### config.mk
export PLATFORM = sky130hd
export DESIGN_NAME = mpf_uart_rx
export DESIGN_NICKNAME = d
export VERILOG_FILES = /design/src/rtl/mpf_pkg.sv /design/src/rtl/mpf_sync.sv /design/src/rtl/mpf_deframer.sv /design/src/rtl/mpf_addr_filter.sv /design/src/rtl/mpf_uart_rx.sv
export SDC_FILE = /design/constraint.sdc
export NUM_CORES = 1
export LEC_CHECK = 0
export BUFFER_PORTS_ARGS = -buffer_cell sky130_fd_sc_hd__buf_4
export CORE_AREA = 5 5 76 78
export DETAILED_ROUTE_END_ITERATION = 10
export DIE_AREA = 0 0 81 83
export PLACE_DENSITY_LB_ADDON = 0.3
export SLEW_MARGIN = 20
export SYNTH_ARGS = -nofsm -noshare
export SYNTH_HDL_FRONTEND = slang
export SYNTH_SLANG_ARGS = --single-unit
### constraint.sdc
create_clock -name clk -period 2.6 [get_ports clk]
set_clock_uncertainty 0.15 [all_clocks]
set_input_delay 0.13 -clock clk [delete_from_list [all_inputs] [get_ports clk]]
set_output_delay 0.13 -clock clk [all_outputs]
set_load 0.02 [all_outputs]
### src/rtl/mpf_pkg.sv
package mpf_pkg;
   typedef enum logic [1:0] {
      RX_IDLE  = 2'd0,
      RX_START = 2'd1,
      RX_SHIFT = 2'd2
   } rx_state_e;
endpackage

### src/rtl/mpf_sync.sv
module mpf_sync #(
   parameter int STAGES = 2
) (
   input  logic clk,
   input  logic rst_n,
   input  logic d,
   output logic q
);
   generate
      if (STAGES == 1) begin : g_one
         logic r;
         always_ff @(posedge clk or negedge rst_n) begin
            if (!rst_n) r <= 1'b1;
            else        r <= d;
         end
         assign q = r;
      end else begin : g_multi
         logic [STAGES-1:0] r;
         always_ff @(posedge clk or negedge rst_n) begin
            if (!rst_n) r <= '1;
            else        r <= {r[STAGES-2:0], d};
         end
         assign q = r[STAGES-1];
      end
   endgenerate
endmodule

### src/rtl/mpf_deframer.sv
module mpf_deframer
   import mpf_pkg::*;
#(
   parameter int DATA_W      = 8,
   parameter int OVS         = 16,
   parameter bit PAR_SUPPORT = 1'b1
) (
   input  logic              clk,
   input  logic              rst_n,
   input  logic              tick,
   input  logic              rxs,
   input  logic              par_en,
   input  logic              par_odd,
   output logic              fr_done,
   output logic [DATA_W-1:0] fr_data,
   output logic              fr_mp,
   output logic              fr_stop_ok,
   output logic              fr_par_ok
);
   localparam int CNT_W = $clog2(OVS);
   localparam int BIT_W = $clog2(DATA_W + 4);
   localparam logic [CNT_W-1:0] HALF_M1 = CNT_W'(OVS / 2 - 1);
   localparam logic [CNT_W-1:0] FULL_M1 = CNT_W'(OVS - 1);
   localparam logic [BIT_W-1:0] DW_B    = BIT_W'(DATA_W);

   rx_state_e         st;
   logic [CNT_W-1:0]  cnt;
   logic [BIT_W-1:0]  bitn;
   logic [BIT_W-1:0]  mp_idx;
   logic [BIT_W-1:0]  stop_idx;
   logic [DATA_W-1:0] data_sh;
   logic              par_bit;
   logic              mp_bit;
   logic              par_on;
   logic              par_on_q;
   logic              par_odd_q;

   generate
      if (PAR_SUPPORT) begin : g_par
         assign par_on = par_en;
      end else begin : g_nopar
         logic unused_par;
         assign unused_par = par_en;
         assign par_on     = 1'b0;
      end
   endgenerate

   assign mp_idx   = DW_B + {{(BIT_W-1){1'b0}}, par_on_q};
   assign stop_idx = mp_idx + 1'b1;

   always_ff @(posedge clk or negedge rst_n) begin
      if (!rst_n) begin
         st         <= RX_IDLE;
         cnt        <= '0;
         bitn       <= '0;
         data_sh    <= '0;
         par_bit    <= 1'b0;
         mp_bit     <= 1'b0;
         par_on_q   <= 1'b0;
         par_odd_q  <= 1'b0;
         fr_done    <= 1'b0;
         fr_data    <= '0;
         fr_mp      <= 1'b0;
         fr_stop_ok <= 1'b0;
         fr_par_ok  <= 1'b0;
      end else begin
         fr_done <= 1'b0;
         if (tick) begin
            unique case (st)
               RX_IDLE: begin
                  if (!rxs) begin
                     st        <= RX_START;
                     cnt       <= '0;
                     par_on_q  <= par_on;
                     par_odd_q <= par_odd;
                  end
               end
               RX_START: begin
                  if (cnt == HALF_M1) begin
                     cnt  <= '0;
                     bitn <= '0;
                     st   <= rxs ? RX_IDLE : RX_SHIFT;
                  end else begin
                     cnt <= cnt + 1'b1;
                  end
               end
               RX_SHIFT: begin
                  if (cnt == FULL_M1) begin
                     cnt  <= '0;
                     bitn <= bitn + 1'b1;
                     if (bitn < DW_B) begin
                        data_sh <= {rxs, data_sh[DATA_W-1:1]};
                     end else if (bitn == mp_idx) begin
                        mp_bit <= rxs;
                     end else if (bitn == stop_idx) begin
                        fr_done    <= 1'b1;
                        fr_data    <= data_sh;
                        fr_mp      <= mp_bit;
                        fr_stop_ok <= rxs;
                        fr_par_ok  <= !par_on_q ||
                                      (par_bit == ((^data_sh) ^ par_odd_q));
                        st         <= RX_IDLE;
                     end else begin
                        par_bit <= rxs;
                     end
                  end else begin
                     cnt <= cnt + 1'b1;
                  end
               end
               default: st <= RX_IDLE;
            endcase
         end
      end
   end
endmodule

### src/rtl/mpf_addr_filter.sv
module mpf_addr_filter #(
   parameter int DATA_W = 8
) (
   input  logic              clk,
   input  logic              rst_n,
   input  logic              fr_done,
   input  logic [DATA_W-1:0] fr_data,
   input  logic              fr_mp,
   input  logic              fr_stop_ok,
   input  logic              fr_par_ok,
   input  logic [DATA_W-1:0] local_id,
   input  logic              rd_ack,
   input  logic              flag_clr,
   output logic [DATA_W-1:0] rx_data,
   output logic              rx_full,
   output logic              rx_req,
   output logic              err_req,
   output logic              frame_err,
   output logic              par_err,
   output logic              overrun,
   output logic              selected
);
   logic full_eff;
   assign full_eff = rx_full && !rd_ack;

   always_ff @(posedge clk or negedge rst_n) begin
      if (!rst_n) begin
         rx_data   <= '0;
         rx_full   <= 1'b0;
         rx_req    <= 1'b0;
         err_req   <= 1'b0;
         frame_err <= 1'b0;
         par_err   <= 1'b0;
         overrun   <= 1'b0;
         selected  <= 1'b0;
      end else begin
         rx_req  <= 1'b0;
         err_req <= 1'b0;
         if (rd_ack) rx_full <= 1'b0;
         if (flag_clr) begin
            frame_err <= 1'b0;
            par_err   <= 1'b0;
            overrun   <= 1'b0;
         end
         if (fr_done) begin
            if (!fr_stop_ok) begin
               frame_err <= 1'b1;
               err_req   <= 1'b1;
            end else if (!fr_par_ok) begin
               par_err <= 1'b1;
               err_req <= 1'b1;
            end else if (fr_mp) begin
               selected <= (fr_data == local_id);
            end else if (selected) begin
               if (full_eff) begin
                  overrun <= 1'b1;
                  err_req <= 1'b1;
               end else begin
                  rx_data <= fr_data;
                  rx_full <= 1'b1;
                  rx_req  <= 1'b1;
               end
            end
         end
      end
   end
endmodule

### src/rtl/mpf_uart_rx.sv
module mpf_uart_rx #(
   parameter int DATA_W      = 8,
   parameter int OVS         = 16,
   parameter int SYNC_STAGES = 2,
   parameter bit PAR_SUPPORT = 1'b1
) (
   input  logic              clk,
   input  logic              rst_n,
   input  logic              tick,
   input  logic              rxd,
   input  logic              par_en,
   input  logic              par_odd,
   input  logic [DATA_W-1:0] local_id,
   input  logic              rd_ack,
   input  logic              flag_clr,
   output logic [DATA_W-1:0] rx_data,
   output logic              rx_full,
   output logic              rx_req,
   output logic              err_req,
   output logic              frame_err,
   output logic              par_err,
   output logic              overrun,
   output logic              selected
);
   generate
      if (OVS < 4 || (OVS % 2) != 0) begin : g_bad_ovs
         $error("mpf_uart_rx: OVS must be even and at least 4");
      end
      if (DATA_W < 4) begin : g_bad_dw
         $error("mpf_uart_rx: DATA_W must be at least 4");
      end
      if (SYNC_STAGES < 1) begin : g_bad_sync
         $error("mpf_uart_rx: SYNC_STAGES must be at least 1");
      end
   endgenerate

   logic              rxs;
   logic              fr_done;
   logic [DATA_W-1:0] fr_data;
   logic              fr_mp;
   logic              fr_stop_ok;
   logic              fr_par_ok;

   mpf_sync #(.STAGES(SYNC_STAGES)) u_sync (
      .clk   (clk),
      .rst_n (rst_n),
      .d     (rxd),
      .q     (rxs)
   );

   mpf_deframer #(
      .DATA_W      (DATA_W),
      .OVS         (OVS),
      .PAR_SUPPORT (PAR_SUPPORT)
   ) u_deframer (
      .clk        (clk),
      .rst_n      (rst_n),
      .tick       (tick),
      .rxs        (rxs),
      .par_en     (par_en),
      .par_odd    (par_odd),
      .fr_done    (fr_done),
      .fr_data    (fr_data),
      .fr_mp      (fr_mp),
      .fr_stop_ok (fr_stop_ok),
      .fr_par_ok  (fr_par_ok)
   );

   mpf_addr_filter #(.DATA_W(DATA_W)) u_filter (
      .clk        (clk),
      .rst_n      (rst_n),
      .fr_done    (fr_done),
      .fr_data    (fr_data),
      .fr_mp      (fr_mp),
      .fr_stop_ok (fr_stop_ok),
      .fr_par_ok  (fr_par_ok),
      .local_id   (local_id),
      .rd_ack     (rd_ack),
      .flag_clr   (flag_clr),
      .rx_data    (rx_data),
      .rx_full    (rx_full),
      .rx_req     (rx_req),
      .err_req    (err_req),
      .frame_err  (frame_err),
      .par_err    (par_err),
      .overrun    (overrun),
      .selected   (selected)
   );
endmodule

Yosys cells after proc, flatten, opt, wreduce, memory -nomap -nowiden
Index checks and enable logic that the tools add are counted.
{"block": "totals", "out_inout_bits": 15, "reg_bits": 51, "inputBits": 16, "word_cells": 120}
{"block": "op_classes", "n_mux": 54, "n_eq_ne": 14, "magnitude_cmp": 1, "n_addsub": 4, "n_reduce_logical": 18, "n_bitwise": 7}
{"operator": "$mux 1", "count": 39}
{"operator": "$mux 4", "count": 5}
{"operator": "$reduce_and 6->1", "count": 3}
{"operator": "$mux 2", "count": 7}
{"operator": "$add 4x1->4 const B", "count": 3}
{"operator": "$pmux 4 s3", "count": 1}
{"operator": "$reduce_and 4->1", "count": 3}
{"operator": "$eq 4x4->1", "count": 2}
{"operator": "$eq 8x8->1", "count": 1}
{"operator": "$pmux 4 s2", "count": 1}
{"operator": "$reduce_xor 8->1", "count": 1}
{"operator": "$reduce_and 7->1", "count": 1}
{"operator": "$ne 2x1->1 const B", "count": 3}
{"operator": "$ne 2x2->1 const B", "count": 3}
{"operator": "$not 1->1", "count": 6}
{"operator": "$pmux 2 s3", "count": 1}
{"operator": "$reduce_and 3->1", "count": 2}
{"operator": "$reduce_and 5->1", "count": 1}
{"operator": "$add 4x1->4 const A", "count": 1}
{"operator": "$eq 4x3->1 const B", "count": 1}
{"operator": "$eq 4x4->1 const B", "count": 1}
{"operator": "$lt 4x4->1 const B", "count": 1}
{"operator": "$reduce_bool 3->1", "count": 1}
{"operator": "$eq 2x1->1 const B", "count": 1}
{"operator": "other kinds (8)", "count": 9}

Depth between registers and ports, before layout
{"block": "logic_depth", "ltp_word": 9, "ltp_mapped": 7, "ltp_nobuf": 6}

By module
From an unflattened synthesis, not the netlist that was laid out.
{"block": "hier_totals", "hier_cells": 190, "hier_area_um2": 2487.4}
{"module": "mpf_deframer", "instances": 1, "cells_each": 135, "seq_area_each_um2": 850.8, "area_per_inst_um2": 1724.2}
{"module": "mpf_addr_filter", "instances": 1, "cells_each": 53, "seq_area_each_um2": 375.4, "area_per_inst_um2": 710.7}
{"module": "mpf_sync", "instances": 1, "cells_each": 2, "seq_area_each_um2": 52.6, "area_per_inst_um2": 52.6}

Least setup slack after synthesis
Ideal clock, no wire load.
{"block": "synth_timing", "path_type": "flip-flop to flip-flop", "startpoint": "reg u_deframer.st[0]", "endpoint": "reg u_deframer.data_sh[0]", "setup_time_ns": 0.125, "path_stages_with_launch": 7, "t_required_ns": 2.325, "slack_ns": 0.668, "arrival_ns": 1.658, "n_path_buf": 1, "cell_sequence": "dfrtp_1 inv_1 ha_1 buf_2 nand4_2 nor2_2 mux2_2"}
{"block": "synth_between", "elab_chain_cells": 2}
{"item": "start, declared", "line_no": "mpf_deframer.sv:26", "text": "rx_state_e st;"}
{"item": "start signal, assigned", "line_no": "mpf_deframer.sv:82", "text": "st <= rxs ? RX_IDLE : RX_SHIFT;"}
{"item": "$eq 2x2->1", "line_no": "mpf_deframer.sv:69", "text": "unique case (st)"}
{"item": "$reduce_and 4->1 (no source line)"}
{"item": "end signal, assigned", "line_no": "mpf_deframer.sv:92", "text": "data_sh <= {rxs, data_sh[DATA_W-1:1]};"}
{"item": "end, declared", "line_no": "mpf_deframer.sv:31", "text": "logic [DATA_W-1:0] data_sh;"}
No other way between the ends.
A chain may end at the register's enable or synchronous reset.

Worst setup path in the final report
Same ends and word-level chain as after synthesis.

==> reports/metrics.yaml <==
status: "completed"
synth_nets: 214
ys.flop_type: "dfrtp_1"
vias_per_cell: 5.023
min_period_over_period_pct: 85.70
synth_seq_cells: 51
worst_pin_slew_ps: 625.6
p_int_w: 0.001227
grt_pass1_wl_um: 7176
htree_levels: 2
max_cap_viol_count: 0
core_um2: 5010
peakVddDrop_mv: 0.2440
die-area_um2: 6723
io_buffers: 30
cts_buffer_depth: 2
dp_slack_ps: 371.9
gp_congestion: 0.7974
r2r-end: "u_deframer.data_sh[0]"
placed_cells: 289
num_io_pins: 31
maxClockFrequency_ghz: 0.4488
dp_hpwl_um: 3010
layout-drive-gt1-share_pct: 34.19
synth-edff-count: 0
stdcell_count: 304
critPathMaxFanout: 10
avgSynthCellArea_um2: 12.66
ys_types: 40
ff2ff_path_depth: 5
ys_warn_count: 0
final_hold_viol_count: 0
antenna_found_initial: 0
rows: 26
clock-sinks: 51
p_sw_share_pct: 27.78
slew_viol_final: 0
p_leak_nw: 1.365
p_switching_w: 0.0004720
path_clk_slew_ps: 90
chipWidth_um: 81
async_flop_share_pct: 100.0
syn_area_um2: 2417
setup-violations-final: 0
final_core_util_pct: 57.59
diodes: 0
drtIter0Drc: 84
syn_inst: 191
cp.required_ps: 2640
ys_seq_area_share_pct: 52.90
rsz0062_at_grt: "false"
tns_ps: 0
clkPwrFrac_pct: 28.1
maxSlewHeadroom_pct: 58.30
nets: 256
wl_per_cell_um: 13.65
clk_latency_ps: 310
worstPathArrival_ps: 2270
start_util_pct: 48.25
setup.worst_path.start_class: "register"
firstDrtPassIters: 4
hp-start: "local_id[4]"
hold_path_class: "primary input to register"
worstReg2RegStart: "u_deframer.st[0]"
power_frac_seq_pct: 54.2
r2r_slack_ps: 370
finalWorstSetupSlack_ps: 371.8
grtUsageTotal_pct: 13.39
wl_um: 4150
grt_max_degree: 52
ctsRootBufferMaster: "clkbuf_8"
pwr-share-comb_pct: 17.7
drc: 0
cts_tree: "done"
grt_pass1_vias: 1497
area_growth_pct: 19.36
power.density_nw_per_um2: 588.8
slowest_delay_ps: 420
vias: 1527
end_kind: "register"
die_y_um: 83
crit_chain: "inv_1, ha_1, nand4_2, nor2_2, mux2_2"
postRouteAntennaNets: 0
crit_slowest_cell: "dfrtp_1"
grt-ovfl-total: 0
postCtsSetupBuffers: 0
cts_buffers: 5
period_needed_ps: 2228
min_path_cells: 4
crit_type: "register to register"
hold_path_end: "u_filter.selected"
==> final cells by class <==
type	count	area, um^2
clock buffers	6	82.58
repair buffers	38	302.8
well taps	70	87.58
inverters	9	33.78
flip-flops and latches	51	1279
fillers	455	2125
clock inverters	2	16.27
multi-input cells	128	1084
==> worst max path at each step <==
stage | start | to | slack [ps]
floorplan | u_deframer.st[0] | u_deframer.data_sh[0] | 670
global placement | u_deframer.st[0] | u_deframer.mp_bit | 430
detailed placement | u_deframer.st[0] | u_deframer.data_sh[2] | 370
CTS | u_deframer.st[0] | u_deframer.data_sh[0] | 370
global route | u_deframer.st[0] | u_deframer.data_sh[0] | 210
finish | u_deframer.st[0] | u_deframer.data_sh[0] | 370
==> cell families after synthesis <==
group	synth area share, %
muxes	15.42
and+or+nand+nor	10.77
DFF	52.90
buffers and inverters	2.277
adders and majority gates	3.623
AOI/OAI and AO/OA	7.919
xor gates and xnor gates	7.091
==> cell usage after synthesis (2+ instances only) <==
master | n | area share (%)
dfrtp_1 | 49 | 51
mux2_2 | 30 | 14
xnor2_1 | 16 | 5.8
o21ai_0 | 11 | 2.3
inv_1 | 9 | 1.4
nand3_1 | 8 | 1.7
ha_1 | 7 | 3.6
nand4_1 | 6 | 1.6
nand2_1 | 5 | 0.78
nand2b_1 | 4 | 1.0
nand3b_1 | 3 | 0.93
nor2_1 | 3 | 0.47
nor2b_1 | 3 | 0.78
o22ai_1 | 3 | 0.78
a21o_1 | 2 | 0.62
a31oi_1 | 2 | 0.52
and2_1 | 2 | 0.52
buf_2 | 2 | 0.41
dfstp_2 | 2 | 2.2
mux2i_1 | 2 | 0.83
nor3b_1 | 2 | 0.62
o31ai_1 | 2 | 0.62
==> per-layer routing <==
metal,track usage [%],part of all wire (%)
met4,4.147,1.4
met2,19.49,45
met3,3.571,4.1
met1,19.34,49
met5,0,0
==> repair_timing <==
item / CTS / global route
hold buffers: 7 / 0
hold endpoints to repair: 57 / 0
resized for setup: 0 / 0
==> placed cells by master (no fill, tap or decap), types with 2 or more instances in the layout <==
cell type      Yosys  layout
dfrtp_1           49      49
buf_4              0      31
mux2_2            30      30
xnor2_1           16      16
o21ai_0           11      11
inv_1              9       9
nand3_1            8       8
ha_1               7       7
dlygate4sd3_1      0       7
nand4_1            6       6
clkbuf_8           0       6
nand2_1            5       5
nand2b_1           4       4
nand3b_1           3       3
nor2b_1            3       3
o22ai_1            3       3
nor2_1             3       3
and2_1             2       2
a21o_1             2       2
a31oi_1            2       2
mux2i_1            2       2
o31ai_1            2       2
nor3b_1            2       2
dfstp_2            2       2
==> power groups by stage <==
stage | Combinational, W | Clock, W | Sequential (W)
6_report | 0.000301 | 0.000478 | 0.000920
5_1_grt | 0.000332 | 0.000527 | 0.000931
4_1_cts | 0.000303 | 0.000495 | 0.000919
3_5_place_dp | 0.000295 | 0 | 0.000933
3_3_place_gp | 0.000287 | 0 | 0.000934
2_1_floorplan | 0.000225 | 0 | 0.000916
==> stage by stage <==
stage / hold WS (ps) / power (W) / instance area [um^2]
floorplan: -315.6 / 0.001141 / 2417
global placement: 44.52 / 0.001221 / 2716
detailed placement: 44.97 / 0.001228 / 2716
CTS: 5.111 / 0.001718 / 2885
global route: 17.58 / 0.001789 / 2885
finish: 7.931 / 0.001699 / 2885
==> state kept, by name (all words and copies together) (netlist names), 2 cells and up <==
signal / flops
u_deframer.bitn: 4
u_deframer.cnt: 4
u_deframer.data_sh: 8
u_deframer.fr_data: 8
u_deframer.st: 2
u_filter.rx_data: 8
u_sync.g_multi.r: 2
==> worst max-delay path, delay by kind of cell, from the launching register on <==
kind	cells	cell delay, ps
flops	1	420
mux	1	380
buf+inv	1	110
fa+ha+maj	1	390
simple gates	2	660
(Power assumes the default switching activity.)
